**config.mk**
```make
export PLATFORM = sky130hd
export DESIGN_NAME = pwm_shared
export DESIGN_NICKNAME = d
export VERILOG_FILES = /design/src/rtl/pwm_pkg.sv /design/src/rtl/pwm_regs.sv /design/src/rtl/pwm_timebase.sv /design/src/rtl/pwm_channel.sv /design/src/rtl/pwm_shared.sv
export SDC_FILE = /design/constraint.sdc
export NUM_CORES = 1
export LEC_CHECK = 0
export ABC_AREA = 1
export BUFFER_PORTS_ARGS = -buffer_cell sky130_fd_sc_hd__buf_2
export CORE_ASPECT_RATIO = 1.1
export CORE_MARGIN = 5
export CORE_UTILIZATION = 23
export DETAILED_ROUTE_END_ITERATION = 7
export GPL_TIMING_DRIVEN = 0
export PLACE_DENSITY = 0.52
export SETUP_SLACK_MARGIN = 0.1
export SLEW_MARGIN = 25
export SYNTH_ARGS = -nofsm -noshare
export SYNTH_HDL_FRONTEND = slang
export SYNTH_SLANG_ARGS = --single-unit
```
**constraint.sdc**
```tcl
create_clock -name clk -period 2.23 [get_ports clk]
set_input_delay 0.446 -clock clk [delete_from_list [all_inputs] [get_ports clk]]
set_output_delay 0.446 -clock clk [all_outputs]
set_load 0.05 [all_outputs]
```
**src/rtl/pwm_pkg.sv**
```systemverilog
package pwm_pkg;

    localparam int REG_W       = 32;
    localparam int DUTY_W      = 8;
    localparam int DIV_W       = 8;
    localparam int CNT_W       = 8;
    localparam int MAX_CH      = 4;

    localparam int CTRL_OFS    = 'h50;
    localparam int IRQEN_OFS   = 'h54;
    localparam int DUTY_STRIDE = 4;

    localparam int RUN_BIT     = 9;
    localparam int DIV_LO_LSB  = 0;
    localparam int DIV_HI_LSB  = 11;
    localparam int NIB_W       = DIV_W / 2;

    typedef struct packed {
        logic             run;
        logic [DIV_W-1:0] div;
    } tb_cfg_t;

    function automatic tb_cfg_t ctrl_unpack(input logic [REG_W-1:0] word);
        tb_cfg_t c;
        c.run = word[RUN_BIT];
        c.div = {word[DIV_HI_LSB +: NIB_W], word[DIV_LO_LSB +: NIB_W]};
        return c;
    endfunction

    function automatic logic [REG_W-1:0] ctrl_pack(input tb_cfg_t c);
        logic [REG_W-1:0] word;
        word = '0;
        word[DIV_LO_LSB +: NIB_W] = c.div[NIB_W-1:0];
        word[DIV_HI_LSB +: NIB_W] = c.div[DIV_W-1:NIB_W];
        word[RUN_BIT]             = c.run;
        return word;
    endfunction

endpackage

```
**src/rtl/pwm_regs.sv**
```systemverilog
module pwm_regs
    import pwm_pkg::*;
#(
    parameter int NUM_CH = 1,
    parameter int ADDR_W = 7
) (
    input  logic                           clk,
    input  logic                           rst,
    input  logic                           wr_en,
    input  logic [ADDR_W-1:0]              addr,
    input  logic [REG_W-1:0]               wdata,
    output logic [REG_W-1:0]               rdata,
    output tb_cfg_t                        cfg,
    output logic [NUM_CH-1:0][DUTY_W-1:0]  duty_next
);

    localparam logic [ADDR_W-1:0] CTRL_A  = ADDR_W'(CTRL_OFS);
    localparam logic [ADDR_W-1:0] IRQEN_A = ADDR_W'(IRQEN_OFS);

    tb_cfg_t                       cfg_q;
    logic                          irq_en_q;
    logic [NUM_CH-1:0][DUTY_W-1:0] duty_q;

    always_ff @(posedge clk) begin
        if (rst) begin
            cfg_q    <= '0;
            irq_en_q <= 1'b0;
            duty_q   <= '0;
        end else if (wr_en) begin
            if (addr == CTRL_A)
                cfg_q <= ctrl_unpack(wdata);
            if (addr == IRQEN_A)
                irq_en_q <= wdata[0];
            for (int i = 0; i < NUM_CH; i++) begin
                if (addr == ADDR_W'(DUTY_STRIDE * i))
                    duty_q[i] <= wdata[DUTY_W-1:0];
            end
        end
    end

    always_comb begin
        rdata = '0;
        if (addr == CTRL_A)
            rdata = ctrl_pack(cfg_q);
        if (addr == IRQEN_A)
            rdata = {{(REG_W-1){1'b0}}, irq_en_q};
        for (int i = 0; i < NUM_CH; i++) begin
            if (addr == ADDR_W'(DUTY_STRIDE * i))
                rdata = {{(REG_W-DUTY_W){1'b0}}, duty_q[i]};
        end
    end

    assign cfg       = cfg_q;
    assign duty_next = duty_q;

    AST_RUN_FROM_WRITE: assert property (@(posedge clk) disable iff (rst)
        (wr_en && addr == CTRL_A) |=> (cfg.run == $past(wdata[RUN_BIT])));

    AST_IRQ_FROM_WRITE: assert property (@(posedge clk) disable iff (rst)
        (wr_en && addr == IRQEN_A) |=> (rdata[0] == $past(wdata[0]) || addr != IRQEN_A));

endmodule

```
**src/rtl/pwm_timebase.sv**
```systemverilog
module pwm_timebase
    import pwm_pkg::*;
#(
    parameter int PS_W = DIV_W,
    parameter int C_W  = CNT_W
) (
    input  logic            clk,
    input  logic            rst,
    input  logic            run,
    input  logic [PS_W-1:0] div,
    output logic [C_W-1:0]  cnt,
    output logic            wrap
);

    logic [PS_W-1:0] pre_q;
    logic [C_W-1:0]  cnt_q;
    logic            tick;

    assign tick = run && (pre_q >= div);
    assign wrap = tick && (cnt_q == {C_W{1'b1}});

    always_ff @(posedge clk) begin
        if (rst || !run) begin
            pre_q <= '0;
            cnt_q <= '0;
        end else if (tick) begin
            pre_q <= '0;
            cnt_q <= cnt_q + 1'b1;
        end else begin
            pre_q <= pre_q + 1'b1;
        end
    end

    assign cnt = cnt_q;

    AST_CNT_STEP: assert property (@(posedge clk) disable iff (rst)
        (run && tick) |=> (cnt_q == C_W'($past(cnt_q) + 1'b1)));

    AST_CNT_HOLD: assert property (@(posedge clk) disable iff (rst)
        (run && !tick) |=> $stable(cnt_q));

    AST_IDLE_ZERO: assert property (@(posedge clk) disable iff (rst)
        !run |=> (cnt_q == '0 && pre_q == '0));

endmodule

```
**src/rtl/pwm_channel.sv**
```systemverilog
module pwm_channel
    import pwm_pkg::*;
#(
    parameter int D_W = DUTY_W
) (
    input  logic           clk,
    input  logic           rst,
    input  logic           run,
    input  logic           wrap,
    input  logic [D_W-1:0] cnt,
    input  logic [D_W-1:0] duty_next,
    output logic           pwm_o
);

    logic [D_W-1:0] active_q;

    always_ff @(posedge clk) begin
        if (rst)
            active_q <= '0;
        else if (!run || wrap)
            active_q <= duty_next;
    end

    assign pwm_o = run && (cnt <= active_q);

    AST_DUTY_HOLD: assert property (@(posedge clk) disable iff (rst)
        (run && !wrap) |=> $stable(active_q));

    AST_RISE_AT_ZERO: assert property (@(posedge clk) disable iff (rst)
        $rose(pwm_o) |-> (cnt == '0));

endmodule

```
**src/rtl/pwm_shared.sv**
```systemverilog
module pwm_shared
    import pwm_pkg::*;
#(
    parameter int NUM_CH = 1,
    parameter int ADDR_W = 7
) (
    input  logic              clk,
    input  logic              rst,
    input  logic              wr_en,
    input  logic [ADDR_W-1:0] addr,
    input  logic [31:0]       wdata,
    output logic [31:0]       rdata,
    output logic [NUM_CH-1:0] pwm_o
);

    tb_cfg_t                       cfg;
    logic [NUM_CH-1:0][DUTY_W-1:0] duty_next;
    logic [CNT_W-1:0]              cnt;
    logic                          wrap;

    pwm_regs #(.NUM_CH(NUM_CH), .ADDR_W(ADDR_W)) u_regs (
        .clk       (clk),
        .rst       (rst),
        .wr_en     (wr_en),
        .addr      (addr),
        .wdata     (wdata),
        .rdata     (rdata),
        .cfg       (cfg),
        .duty_next (duty_next)
    );

    pwm_timebase #(.PS_W(DIV_W), .C_W(CNT_W)) u_tb (
        .clk  (clk),
        .rst  (rst),
        .run  (cfg.run),
        .div  (cfg.div),
        .cnt  (cnt),
        .wrap (wrap)
    );

    for (genvar g = 0; g < NUM_CH; g++) begin : g_ch
        pwm_channel #(.D_W(DUTY_W)) u_ch (
            .clk       (clk),
            .rst       (rst),
            .run       (cfg.run),
            .wrap      (wrap),
            .cnt       (cnt),
            .duty_next (duty_next[g]),
            .pwm_o     (pwm_o[g])
        );
    end

    AST_OFF_LOW: assert property (@(posedge clk) disable iff (rst)
        !cfg.run |-> (pwm_o == '0));

endmodule

```
==> Word-level counts from Yosys, hierarchy flattened <==
Index checks and enable logic that the tools add are counted.
{ "totals": {"register_bits": 42, "latchBits": 0, "ram_bits": 0, "romBits": 0, "input_bits": 42, "out_inout_bits": 33, "wordCells": 28, "n_memories": 0} }
{ "op_classes": {"addsub": 2, "n_mul": 0, "div_mod_pow": 0, "order_cmp": 2, "n_eq_ne": 3, "n_shift": 0, "mux": 3, "n_bitwise": 0, "reduce_logical": 11} }
{ "op_table": {"columns": ["cell", "count"], "rows": [
  ["two-way mux 15 bit", 3],
  ["adder 8 x 1 -> 8 bit, second input constant", 2],
  ["== test 7 bit, second input constant", 2],
  ["== test 8 bit, second input constant", 1],
  [">= comparator 8 bit", 1],
  ["less-or-equal comparator 8 bit", 1],
  ["zero test 7 bit", 1],
  ["AND reduction 2 bit", 3],
  ["logical AND 1 bit", 3],
  ["logical OR 1 bit", 2],
  ["OR reduction 2 bit", 1],
  ["zero test 1 bit", 1]
]} }

==> Longest topological paths before layout <==
{ "logic_depth": {"depth_word": 4, "ltp_mapped": 14} }

==> Cells and area by module <==
Synthesis repeated with hierarchy kept, for this count alone.
{ "hier_totals": {"cells_unflattened": 386, "hier_area_um2": 2667.6} }
{ "modules_own_cells": {"columns": ["module", "instances", "cells_per_inst", "area_each_um2", "seq_area_each_um2"], "rows": [
  ["pwm_regs", 1, 187, 1173.6, 360.3],
  ["pwm_timebase", 1, 134, 970.9, 320.3],
  ["pwm_channel", 1, 65, 523.0, 160.2]
]} }

==> Least setup slack after synthesis <==
No wires, ideal clock.
{ "synth_path": {"path_kind": "in2out", "start": "in addr[1]", "end": "out rdata[1]", "t_arrival_ns": 1.950, "slack_ns": -0.166, "cell_stages": 5, "path_cell_list": "nor2_1 -> nand2_1 -> nor2_2 -> nand2_2 -> o21ai_0"} }
{ "synth_via": {"elab_chain_len": 4, "elab_cells_between_ends": 6, "classes_between": "eq/ne: 2; mux: 3; reduce/logical: 1"} }
{ "synth_rtl": {"columns": ["element", "line_no", "text"], "rows": [
  ["start: declaration", "pwm_shared.sv:10", "input logic [ADDR_W-1:0] addr,"],
  ["== test 7 bit", "pwm_regs.sv:43", "if (addr == CTRL_A)"],
  ["two-way mux 15 bit", "pwm_regs.sv:43", null],
  ["two-way mux 15 bit", "pwm_regs.sv:45", "if (addr == IRQEN_A)"],
  ["two-way mux 15 bit *", "pwm_regs.sv:48", "if (addr == ADDR_W'(DUTY_STRIDE * i))"],
  ["end: declaration", "pwm_shared.sv:12", "output logic [31:0] rdata,"]
]} }
Mark *: on every way between the ends. The rest lies on a longest branch, timed or not.

==> Worst setup path after layout <==
{ "layout_path": {"start": "reg u_tb.cnt_q[1] (netlist: u_tb.cnt[1])", "end": "out pwm_o"} }
{ "layout_via": {"elab_chain_len": 2} }
{ "layout_rtl": {"columns": ["element", "line_no", "text"], "rows": [
  ["start: declaration", "pwm_timebase.sv:16", "logic [C_W-1:0] cnt_q;"],
  ["start signal: assignment", "pwm_timebase.sv:28", "cnt_q <= cnt_q + 1'b1;"],
  ["less-or-equal comparator 8 bit", "pwm_channel.sv:24", "assign pwm_o = run && (cnt <= active_q);"],
  ["logical AND 1 bit", "pwm_channel.sv:24", null],
  ["end: declaration", "pwm_shared.sv:13", "output logic [NUM_CH-1:0] pwm_o"]
]} }
Every way passes these cells.

==> reports/metrics.yaml <==
maximum_capacitance_violations: 0
clk_transition_reported_paths_ns: 0.06
clock_sink_count: 42
detail_route.drc_violations: 0
setup_violations: 0
post_synth_design_cell_area_mm2: 0.00244
synth_compound_gate_area_share_pct: 13.8
synth_cell_types: 30
cpPeakStageDelay_ns: 0.36
synth-xor-area-share_pct: 2.87
timing.setup.critical_path_class: "flip-flop to output pin"
critical_path.max_fanout: 4
path_buf_inv: 2
cts_made_buffers: 5
synth_edf_count: 0
cp_data_required_time_ns: 1.78
via_count: 2174
wl_per_cell_um: 10.8
worst_hold_path_type: "input port to flip-flop"
gpl.final_weighted_congestion: 0.771
power.leakage_nw: 1.41
post-synth-top-area-cell: "dfxtp_1"
hold_depth: 2
fin_nets: 457
cts.htree.levels: 2
hold_viol: 0
setup.worst_path.end_class: "output pin"
diodes: 0
fp.dieW_um: 108
holdPathEnd: "u_regs.cfg[0]"
worst_path_max_delay_cell: "dfxtp_4"
vias_per_cell: 4.02
timing.critical_path.arrival_ns: 1.64
grt_setup_unrepaired: "yes"
clk-insertion-delay-late_ns: 0.28
start_util_pct: 23.5
globalRouteOverflowTotal: 0
fp.dieArea_mm2: 0.0128
synth_largest_type_area_fraction_pct: 34.5
crit_path_frequent_cell: "nand2_1"
pin_count: 75
max-clock-path-buffers: 2
fin_skew_ns: 0.00431
filler_cell_count: 1124
hold_start: "rst"
drt.antenna.violating_nets: 0
synth_top_family_by_area: "simple AND/OR/NAND/NOR gates"
ys_async_sr_fraction_pct: 0
muxShareOfSynthArea_pct: 0
cpLargestDelayFamily: "compound AO/OA/AOI/OAI gates"
chipHeight_um: 118
areaGrowthSynthToFinish_pct: 29.3
reg2reg_setup_slack_ns: 0.51
post-route-period-util_pct: 93.5
avgSynthCellArea_um2: 7.33
clockRootBuffer: "clkbuf_16"
placedInstanceArea_mm2: 0.00287
cp_cell_sequence: "ha_4 -> inv_2 -> nor2_1 -> o21ai_1 -> nand2_1 -> nand2_1 -> o211ai_1 -> a21oi_2 -> buf_6"
r2r-end: "g_ch[0].u_ch.active_q[6]"
final_slew_violations: 0
grt_max_degree: 14
port_buffers: 36
syn-instance-count: 333
place_hpwl_mm: 4.56
cts_tree: "yes"
layout.cell_area.non_filler_mm2: 0.00316
grt_pass1_vias: 2077
outcome: "complete, no violations"
timing.critical_path.depth: 9
post_synth_and_or_nand_nor_area_fraction_pct: 23.8
worstSetupStartpointType: "flip-flop"
synth.yosys.seq_area_share_pct: 34.5
crit-reg2reg-launch: "u_regs.cfg[7]"
yosys.area_share.adder_pct: 9.23
irDropWorstVdd_uv: 367
core_area_mm2: 0.0104
fmaxAchievable_mhz: 479
post-route-worst-setup-slack_ns: 0.144
grt_antenna_before_repair: 0
ys_warn_count: 0
final_cell_mix: "nor2_1 (43), nand2_1 (43), inv_1 (40)"
leading_post_synthesis_cells_by_cell_area: "dfxtp_1 (34%), ha_1 (9.2%), inv_1 (6.8%)"
ys_dominant_reg_cell: "dfxtp_1"
postRouteWirelength_mm: 5.84
drtPass1Iterations: 4
worstRegToRegCells: 10
layout-drive-gt1-share_pct: 28.1
synth_seq_cells: 42
final_period_minus_worst_setup_slack_ns: 2.09
grt_pass1_wl_mm: 9.67
grtUsageTotal_pct: 9.37
dp_slack_ns: 0.215
std_cell_rows: 39
powerDensity_mw_per_mm2: 594
drt_iter0_markers: 99
cts.hold.buffers_added: 0
[worst max path at each step]
stage,endpoint,from
2_1_floorplan,rdata[1],addr[1]
3_3_place_gp,rdata[2],addr[1]
3_5_place_dp,rdata[2],addr[1]
4_1_cts,pwm_o,u_tb.cnt[2]
5_1_grt,pwm_o,u_tb.cnt[1]
6_report,pwm_o,u_tb.cnt[1]
[metal layers]
layer | global-route usage (%) | wire length [um] | vias to the layer above | share of wire (%)
li1 | - | - | 1157 | -
met1 | 11.4 | 2630 | 968 | 45
met2 | 15.8 | 2840 | 38 | 49
met3 | 2.03 | 243 | 11 | 4.2
met4 | 3.87 | 126 | 0 | 2.2
met5 | 0 | 0 | - | 0
[through the flow]
stage	hold slack, ns	util, %	TNS [ns]	instances	total power [W]
after global routing	0.414	30.4	0	541	0.00194
after global placement	0.437	27.6	0	530	0.000927
after detailed placement	0.446	27.6	0	530	0.000928
after floorplan	0.424	-	-0.499	351	0.000895
final	0.395	30.4	0	541	0.00187
after CTS	0.394	30.0	0	539	0.00189
[sequential cells by signal, indices dropped and copies added, names as in the netlist]
| signal | count |
|---|---|
| u_regs.duty_next | 8 |
| u_tb.pre_q | 8 |
| u_regs.cfg | 9 |
| g_ch.u_ch.active_q | 8 |
| u_tb.cnt | 8 |
| u_regs.irq_en_q | 1 |
[cell usage after synthesis (all sizes together) (2+ instances only)]
cell type  number
nand2          51
dfxtp          42
nand4           5
nand3          20
o21ai          22
xor2            7
nor2           47
inv            47
buf            25
nor3            5
ha             18
clkbuf          2
a21oi          36
[power breakdown]
part           total, W  switching, W  internal [W]
registers      0.000750    0.00000116      0.000749
clock network  0.000965      0.000293      0.000672
logic          0.000160      0.000110     0.0000499
[cell type report]
type / count / area, um^2 / area share [%]
multi-input cells: 235 / 1330 / 42.1
inverters: 47 / 176 / 5.59
clock buffers: 6 / 139 / 4.40
well taps: 143 / 179 / 5.67
flip-flops and latches: 42 / 856 / 27.1
clock inverters: 2 / 60.1 / 1.90
repair buffers: 39 / 211 / 6.70
plain buffers: 27 / 205 / 6.50
[what timing repair did]
| item | in CTS | in global routing |
|---|---|---|
| gates cloned | 0 | 0 |
| pin swaps | 2 | 5 |
| hold endpoints to repair | 0 | 0 |
| endpoints found under the setup margin | 1 | 2 |
| resized for setup | 11 | 10 |
| buffers inserted | 1 | 2 |
[logic make-up (layout without fill, tap and decap cells)]
logic type	Yosys count	in the layout
AO/OA/AOI/OAI	62	62
flip-flops	42	42
buffers and inverters	74	121
XOR/XNOR	8	8
AND/OR/NAND/NOR	128	128
adder cells (fa/ha/maj)	18	18
other	1	19
(Power assumes the default switching activity.)
